$ cat src/rtl/halt_pm_pkg.sv
package halt_pm_pkg;

    typedef enum logic [1:0] {
        ST_RUN    = 2'd0,
        ST_HALT   = 2'd1,
        ST_ACT    = 2'd2,
        ST_SETTLE = 2'd3
    } pm_state_e;

    typedef enum logic [1:0] {
        CAUSE_NONE = 2'b00,
        CAUSE_RST  = 2'b01,
        CAUSE_TICK = 2'b10,
        CAUSE_IRQ  = 2'b11
    } wake_cause_e;

    typedef struct packed {
        logic osc;
        logic cpu;
        logic per;
        logic clr;
        logic wdg;
        logic busy;
    } gate_t;

    typedef struct packed {
        pm_state_e   st;
        wake_cause_e cause;
        logic        res_rst;
        logic        res_irq;
    } ctl_t;

endpackage

$ cat src/rtl/halt_pm_wake_detect.sv
module halt_pm_wake_detect
    import halt_pm_pkg::*;
#(
    parameter int N_IRQ = 8
) (
    input  logic             in_act,
    input  logic             in_plain,
    input  logic             wake_rst,
    input  logic             tick_irq,
    input  logic [N_IRQ-1:0] irq_req,
    input  logic [N_IRQ-1:0] irq_mask,
    input  logic             irq_dis,
    output logic             wake,
    output wake_cause_e      cause
);

    logic src_irq;

    assign src_irq = |(irq_req & irq_mask);

    // Priority: reset request, then tick (active halt only), then masked irq
    always_comb begin
        cause = CAUSE_NONE;
        if (in_act) begin
            if (wake_rst)      cause = CAUSE_RST;
            else if (tick_irq) cause = CAUSE_TICK;
            else if (src_irq)  cause = CAUSE_IRQ;
        end else if (in_plain) begin
            if (wake_rst)                 cause = CAUSE_RST;
            else if (src_irq && !irq_dis) cause = CAUSE_IRQ;
        end
    end

    assign wake = (cause != CAUSE_NONE);

endmodule

$ cat src/rtl/halt_pm_settle_timer.sv
module halt_pm_settle_timer #(
    parameter int DELAY_CYCLES = 4096
) (
    input  logic clk,
    input  logic rst_n,
    input  logic load,
    input  logic en,
    output logic expired
);

    localparam int              CNT_W    = $clog2(DELAY_CYCLES);
    localparam logic [CNT_W-1:0] LOAD_VAL = CNT_W'(DELAY_CYCLES - 1);

    logic [CNT_W-1:0] cnt_d, cnt_q;

    always_comb begin
        cnt_d = cnt_q;
        if (load)
            cnt_d = LOAD_VAL;
        else if (en && (cnt_q != '0))
            cnt_d = cnt_q - 1'b1;
    end

    always_ff @(posedge clk or negedge rst_n) begin
        if (!rst_n) cnt_q <= '0;
        else        cnt_q <= cnt_d;
    end

    assign expired = en && !load && (cnt_q == '0);

endmodule

$ cat src/rtl/halt_pm_gate_decode.sv
module halt_pm_gate_decode
    import halt_pm_pkg::*;
(
    input  pm_state_e st,
    output gate_t     gate
);

    always_comb begin
        gate = '0;
        unique case (st)
            ST_RUN: begin
                gate.osc = 1'b1;
                gate.cpu = 1'b1;
                gate.per = 1'b1;
            end
            ST_HALT: begin
                gate = '0;
            end
            ST_ACT: begin
                gate.osc = 1'b1;
                gate.clr = 1'b1;
                gate.wdg = 1'b1;
            end
            ST_SETTLE: begin
                gate.osc  = 1'b1;
                gate.cpu  = 1'b1;
                gate.busy = 1'b1;
            end
            default: gate = '0;
        endcase
    end

endmodule

$ cat src/rtl/halt_pm_ctrl.sv
module halt_pm_ctrl
    import halt_pm_pkg::*;
#(
    parameter int N_IRQ        = 8,
    parameter int DELAY_CYCLES = 4096
) (
    input  logic             clk,
    input  logic             rst_n,
    input  logic             halt_req,
    input  logic             active_sel,
    input  logic             wake_rst,
    input  logic             tick_irq,
    input  logic [N_IRQ-1:0] irq_req,
    input  logic [N_IRQ-1:0] irq_mask,
    input  logic             irq_dis,
    output logic             osc_en,
    output logic             cpu_en,
    output logic             per_en,
    output logic             irq_dis_clr,
    output logic             wdg_hold,
    output logic             settle_busy,
    output logic             resume_rst,
    output logic             resume_irq,
    output logic [1:0]       wake_cause
);

    ctl_t        ctl_d, ctl_q;
    logic        wake;
    wake_cause_e det_cause;
    logic        tmr_load;
    logic        tmr_expired;
    gate_t       gate;

    halt_pm_wake_detect #(.N_IRQ(N_IRQ)) u_wake (
        .in_act   (ctl_q.st == ST_ACT),
        .in_plain (ctl_q.st == ST_HALT),
        .wake_rst (wake_rst),
        .tick_irq (tick_irq),
        .irq_req  (irq_req),
        .irq_mask (irq_mask),
        .irq_dis  (irq_dis),
        .wake     (wake),
        .cause    (det_cause)
    );

    halt_pm_settle_timer #(.DELAY_CYCLES(DELAY_CYCLES)) u_timer (
        .clk     (clk),
        .rst_n   (rst_n),
        .load    (tmr_load),
        .en      (ctl_q.st == ST_SETTLE),
        .expired (tmr_expired)
    );

    halt_pm_gate_decode u_gate (
        .st   (ctl_q.st),
        .gate (gate)
    );

    always_comb begin
        ctl_d         = ctl_q;
        ctl_d.res_rst = 1'b0;
        ctl_d.res_irq = 1'b0;
        tmr_load      = 1'b0;
        unique case (ctl_q.st)
            ST_RUN: begin
                if (halt_req)
                    ctl_d.st = active_sel ? ST_ACT : ST_HALT;
            end
            ST_HALT, ST_ACT: begin
                if (wake) begin
                    ctl_d.st    = ST_SETTLE;
                    ctl_d.cause = det_cause;
                    tmr_load    = 1'b1;
                end
            end
            ST_SETTLE: begin
                if (wake_rst) begin
                    ctl_d.cause = CAUSE_RST;
                    tmr_load    = 1'b1;
                end else if (tmr_expired) begin
                    ctl_d.st      = ST_RUN;
                    ctl_d.res_rst = (ctl_q.cause == CAUSE_RST);
                    ctl_d.res_irq = (ctl_q.cause != CAUSE_RST);
                end
            end
            default: ctl_d.st = ST_RUN;
        endcase
    end

    always_ff @(posedge clk or negedge rst_n) begin
        if (!rst_n) begin
            ctl_q.st      <= ST_RUN;
            ctl_q.cause   <= CAUSE_NONE;
            ctl_q.res_rst <= 1'b0;
            ctl_q.res_irq <= 1'b0;
        end else begin
            ctl_q <= ctl_d;
        end
    end

    assign osc_en      = gate.osc;
    assign cpu_en      = gate.cpu;
    assign per_en      = gate.per;
    assign irq_dis_clr = gate.clr;
    assign wdg_hold    = gate.wdg;
    assign settle_busy = gate.busy;
    assign resume_rst  = ctl_q.res_rst;
    assign resume_irq  = ctl_q.res_irq;
    assign wake_cause  = ctl_q.cause;

endmodule

$ cat config.mk
export PLATFORM = sky130hd
export DESIGN_NAME = halt_pm_ctrl
export DESIGN_NICKNAME = d
export VERILOG_FILES = /design/src/rtl/halt_pm_pkg.sv /design/src/rtl/halt_pm_wake_detect.sv /design/src/rtl/halt_pm_settle_timer.sv /design/src/rtl/halt_pm_gate_decode.sv /design/src/rtl/halt_pm_ctrl.sv
export SDC_FILE = /design/constraint.sdc
export NUM_CORES = 1
export LEC_CHECK = 0
export ABC_AREA = 1
export CAP_MARGIN = 20
export CORE_ASPECT_RATIO = 0.8
export CORE_UTILIZATION = 51
export CTS_CLUSTER_DIAMETER = 60
export DETAILED_ROUTE_END_ITERATION = 8
export HOLD_SLACK_MARGIN = 0.05
export PLACE_DENSITY = 0.79
export SLEW_MARGIN = 10
export SYNTH_ARGS = -nofsm -noshare
export SYNTH_HDL_FRONTEND = slang
export SYNTH_HIERARCHICAL = 1
export SYNTH_SLANG_ARGS = --single-unit
$ cat constraint.sdc
create_clock -name clk -period 3.37 [get_ports clk]
set_clock_uncertainty 0.15 [all_clocks]
set_input_delay 0.337 -clock clk [delete_from_list [all_inputs] [get_ports clk]]
set_output_delay 0.337 -clock clk [all_outputs]
set_load 0.01 [all_outputs]
* Word level (Yosys, flattened, before mapping) *
Cells that the tools add are included.

word-level totals
  bits in registers = 18
  bits of input ports = 23
  output and inout bits = 10
  word-level logic and storage cells = 63

cells by class
  add/subtract/negate cells = 1
  equality and inequality tests = 10
  mux-type cells = 28
  bitwise gates (word level) = 1
  reductions and logical operators = 18

operator list
  kind                   count
  $mux 2                 16
  $mux 12                2
  $logic_not 12->1       1
  $reduce_bool 12->1     1
  $sub 12x1->12 const B  1
  $and 8x8->8            1
  $ne 2x2->1 const B     4
  $reduce_or 8->1        1
  $pmux 2 s3             1
  $reduce_bool 2->1      3
  $mux 1                 5
  $eq 2x1->1 const B     2
  $eq 2x2->1 const B     2
  $logic_and 1x1->1      4
  $mux 4                 1
  $ne 2x1->1 const B     2
  $pmux 1 s2             2
  $pmux 2 s2             1
  $reduce_and 4->1       1
  $reduce_or 2->1        2
  $reduce_and 3->1       1
  $reduce_or 3->1        1
  $logic_not 1->1        2
  $logic_not 2->1        1

* Longest topological paths before layout *
  depth in word-level cells = 16
  mapped depth = 20
  mapped depth without buffers = 20

* Modules after synthesis *
Netlist, hierarchy kept.

modules (own cells, without submodules)
  module                instances  cells each  area each (µm²)  seq. area each (µm²)
  halt_pm_settle_timer  1          129         865.8            300.3
  halt_pm_ctrl          1          54          416.6            150.1
  halt_pm_wake_detect   1          34          160.2            0.0
  halt_pm_gate_decode   1          9           72.6             0.0

* Worst setup path after synthesis *
No wires, ideal clock.

  path kind = reg-to-reg
  start = register ctl_q[4] (netlist name)
  end = register ctl_q[4] (netlist name)
  setup time = 0.123 ns
  arrival = 2.192 ns
  data required time = 3.097 ns
  slack = 0.905 ns
  cell stages (with the launch flop) = 20
  buffers on the path = 0
  clock period less this slack = 2.465 ns
  path through = dfrtp_1 inv_1 ha_1 inv_2 nor2_2 nand3_1 nand2_1 inv_1 nand2_2 nand3_2 inv_1 o22ai_1 inv_2 nand2_1 nor4_1 inv_1 nand2_1 nand2_2 o21ai_0 nand2_1

between the ends
  cells in the longest elaborated chain, start to end = 11
  elaborated cells between the ends (all ways) = 19
  those cells by class = eq/ne: 7; mux: 5; reduce/logical: 7

RTL lines
  item                                line                        RTL
  $eq 2x1->1                          halt_pm_ctrl.sv:36          .in_plain (ctl_q.st == ST_HALT),
  $mux 2                              halt_pm_wake_detect.sv:28   end else if (in_plain) begin
  $mux 2 (*)                          halt_pm_wake_detect.sv:24   if (in_act) begin
  $reduce_bool 2->1 (*)               halt_pm_wake_detect.sv:34   assign wake = (cause != CAUSE_NONE);
  via wake                            halt_pm_ctrl.sv:28          logic wake;
  $mux 1 (*)                          halt_pm_ctrl.sv:70          if (wake) begin
  $pmux 1 s2 (*)                      halt_pm_ctrl.sv:64          unique case (ctl_q.st)
  via tmr_load                        halt_pm_ctrl.sv:30          logic tmr_load;
  $logic_not 1->1 (*)                 halt_pm_settle_timer.sv:29  assign expired = en && !load && (cnt_q == '0);
  $logic_and 1x1->1 (*) (2 in a row)  halt_pm_settle_timer.sv:29
  via tmr_expired                     halt_pm_ctrl.sv:31          logic tmr_expired;
  $ne 2x2->1 (no line) (*)            n/a
  $reduce_and 4->1 (no line) (*)      n/a

Mark *: on every way through the listed nets, which the timed path passes. The rest lies on a longest branch.
A chain may end at the register's enable or synchronous reset.

* Final worst setup path *
  start = register ctl_q[4] (netlist name)
  end = register ctl_q[5] (netlist name)

between the ends
  cells in the longest elaborated chain, start to end = 11
  elaborated cells between the ends (all ways) = 19
  those cells by class = eq/ne: 7; mux: 5; reduce/logical: 7

RTL lines
  item                                line
  $eq 2x1->1                          halt_pm_ctrl.sv:36
  $mux 2                              halt_pm_wake_detect.sv:28
  $mux 2 (*)                          halt_pm_wake_detect.sv:24
  $reduce_bool 2->1 (*)               halt_pm_wake_detect.sv:34
  via wake                            halt_pm_ctrl.sv:28
  $mux 1 (*)                          halt_pm_ctrl.sv:70
  $pmux 1 s2 (*)                      halt_pm_ctrl.sv:64
  via tmr_load                        halt_pm_ctrl.sv:30
  $logic_not 1->1 (*)                 halt_pm_settle_timer.sv:29
  $logic_and 1x1->1 (*) (2 in a row)  halt_pm_settle_timer.sv:29
  via tmr_expired                     halt_pm_ctrl.sv:31
  $ne 2x2->1 (no line) (*)            n/a
  $reduce_and 4->1 (no line) (*)      n/a

Marked as above.

==> flow_metrics.tcl <==
set metrics [dict create \
    grt_max_degree 25 \
    hold_class "register to register" \
    clockBufferDepth 2 \
    cts_tree "yes" \
    yosysUniqueCellTypes 25 \
    ys_ff_latch 18 \
    rows 17 \
    vias 1467 \
    ff2ff_setup_slack_ns 0.69 \
    hold_viol 0 \
    grt_pass1_wl_um 5710 \
    h-tree-depth 1 \
    cp-start-kind "register" \
    wl_met3_um 213 \
    pin_count 33 \
    dr.max_layer_used "met4" \
    synthCells 226 \
    cts.repair.resized 0 \
    place.gp.congestion 0.925 \
    netlist.area_leader.share_pct 29.7 \
    maxCapViolCount 0 \
    setup_tns_ns 0 \
    dr_wl_met2_um 1320 \
    endpoint "ctl_q[5]" \
    grt_pass1_vias 1321 \
    drive_gt1_share_pct 11.7 \
    critPathLaunch "ctl_q[4]" \
    wl_met1_um 1680 \
    dp_hpwl_um 2450 \
    max_freq_mhz 373 \
    dp_cells 290 \
    place.port_buffers 32 \
    worst_pin_slew_ns 0.827 \
    post-place-ws_ns 0.647 \
    area_growth_pct 24.9 \
    antenna_found_initial 0 \
    rsz0062_at_grt "no" \
    antenna_cells 0 \
    ctsHoldBuffers 0 \
    final_cell_mix "76 x nand2_1, 32 x clkdlybuf4s50_1, 29 x nand3_1" \
    r2r-start "ctl_q[4]" \
    period_needed_ns 2.68 \
    peakVddDrop_uv 168 \
    synth_fp_nets 260 \
    cts_setup_buffers 0 \
    finalCritPeriodShare_pct 79.5 \
    routed_wl_um 3220 \
    finalNonFillerCells 294 \
    p_leak_uw 0.000953 \
    synthTopCellsByArea "dfrtp_1 30%, nand2_1 19%, nand3_1 9.6%, ha_1 9.1%, inv_1 6.9%" \
    status "finished, final reports clean" \
    clk_pin_slew_ns 0.07 \
    syn_area_per_cell_um2 6.70 \
    path_class "register to register" \
    final_common_cell "nand2_1" \
    grt_remaining_overflow 0 \
    cts.sinks 18 \
    dieArea_mm2 0.00319 \
    drt_iter0_markers 84 \
    crit_required_ns 3.36 \
    yosysWarnings 6 \
    finalWorstSetupSlack_ns 0.690 \
    core_mm2 0.00279 \
    powerDensity_mw_per_mm2 244 \
    firstDrtPassIters 4 \
    grtUsageTotal_pct 22.7 \
    r2r-end "ctl_q[5]" \
    vias_per_cell 4.99 \
    worstPathMaxFanout 8 \
    netlist_area_mm2 0.00152 \
    worst_r2r_path_depth 19 \
    die_height_um 50.8 \
    ant_nets 0 \
    cts-root-buf "clkbuf_8" \
    drv_slew 0 \
    fin_nets 291 \
    slew_headroom_pct 44.7 \
    cts_buffers 3 \
    worstPathArrival_ns 2.67 \
    drc 0 \
    seq_area_frac_synth_pct 29.7 \
    clock_latency_ns 0.25 \
    initial_core_util_pct 54.4 \
    wl_per_cell_um 11.0 \
    setup_viol 0 \
    die_width_um 62.9 \
    crit_path_end_kind "register" \
    yosys.area.top_type "dfrtp_1" \
    fill_cells 230 \
]
==> layer usage <==
layer  track usage [%]  vias to the layer above
met2              33.7                       44
li1                  -                      764
met4              5.43                        0
met5                 0                        -
met3              4.77                        2
met1              33.2                      657
==> state kept, by name (all words and copies together) (netlist names) <==
| register | cells |
|---|---|
| u_timer/cnt_q | 12 |
| resume_irq | 1 |
| resume_rst | 1 |
| ctl_q | 2 |
| wake_cause | 2 |
==> critical path, stage by stage, from the launching register on <==
cell     delay [ns]
dfrtp_1        0.47
inv_1          0.12
ha_1           0.23
inv_2          0.06
nor2_2         0.11
nand3_1        0.09
nand2_1        0.06
inv_1          0.04
nand2_2        0.07
nand3_2        0.05
inv_1          0.09
o22ai_1        0.10
inv_2          0.06
nand2_1        0.04
nor4_1         0.36
inv_1          0.08
nand2_1        0.08
nand2_2        0.07
o21ai_0        0.17
nand2_1        0.07
==> cells by family (layout without fill, tap and decap cells) <==
| group | count (synthesis) | after routing | synth area share [%] |
|---|---|---|---|
| AND/OR/NAND/NOR | 148 | 148 | 45.7 |
| buffers and inverters | 38 | 68 | 11.2 |
| flip-flops | 18 | 18 | 29.7 |
| adder cells (fa/ha/maj) | 11 | 11 | 9.08 |
| AO/OA/AOI/OAI | 11 | 11 | 4.21 |
==> Yosys cell counts, drive strengths merged <==
master	count
a22oi	1
buf	6
clkbuf	1
dfrtp	18
ha	11
inv	31
nand2	84
nand3	32
nand3b	3
nand4	2
nor2	23
nor3	1
nor4	1
o21ai	9
o22ai	1
or2	2
==> where the power goes <==
part	internal, µW	leakage, µW	switching, µW
combinational	34.0	0.000745	30.3
clock	104	0.0000288	70.8
sequential	220	0.000179	3.25
==> worst min path at each step <==
stage	slack [ns]	end	startpoint	cells past startpoint
after CTS	0.36	resume_rst	wake_cause[1]	1
final	0.36	resume_rst	wake_cause[1]	1
after detailed placement	0.35	resume_rst	wake_cause[1]	1
after global routing	0.39	resume_rst	wake_cause[1]	1
after floorplan	-0.11	ctl_q[4]	rst_n	0
after global placement	0.33	resume_rst	wake_cause[1]	1
==> cell type report <==
type / count / area (µm²) / share of cell area [%]
sequential: 18 / 450 / 23.8
inverter: 31 / 116 / 6.15
timing repair buffer: 33 / 328 / 17.3
clock buffer: 4 / 55.1 / 2.91
multi-input combinational: 170 / 895 / 47.3
tap: 38 / 47.5 / 2.51
==> metrics by stage <==
step,power [µW],hold WS (ns),cell area [µm²],utilization (%)
final,462,0.362,1890,67.9
after floorplan,255,-0.109,1520,-
after detailed placement,292,0.350,1840,65.9
after global placement,291,0.330,1840,65.9
after global routing,484,0.389,1890,67.9
after CTS,469,0.361,1890,67.9
Power figures use the tool's default switching activity.
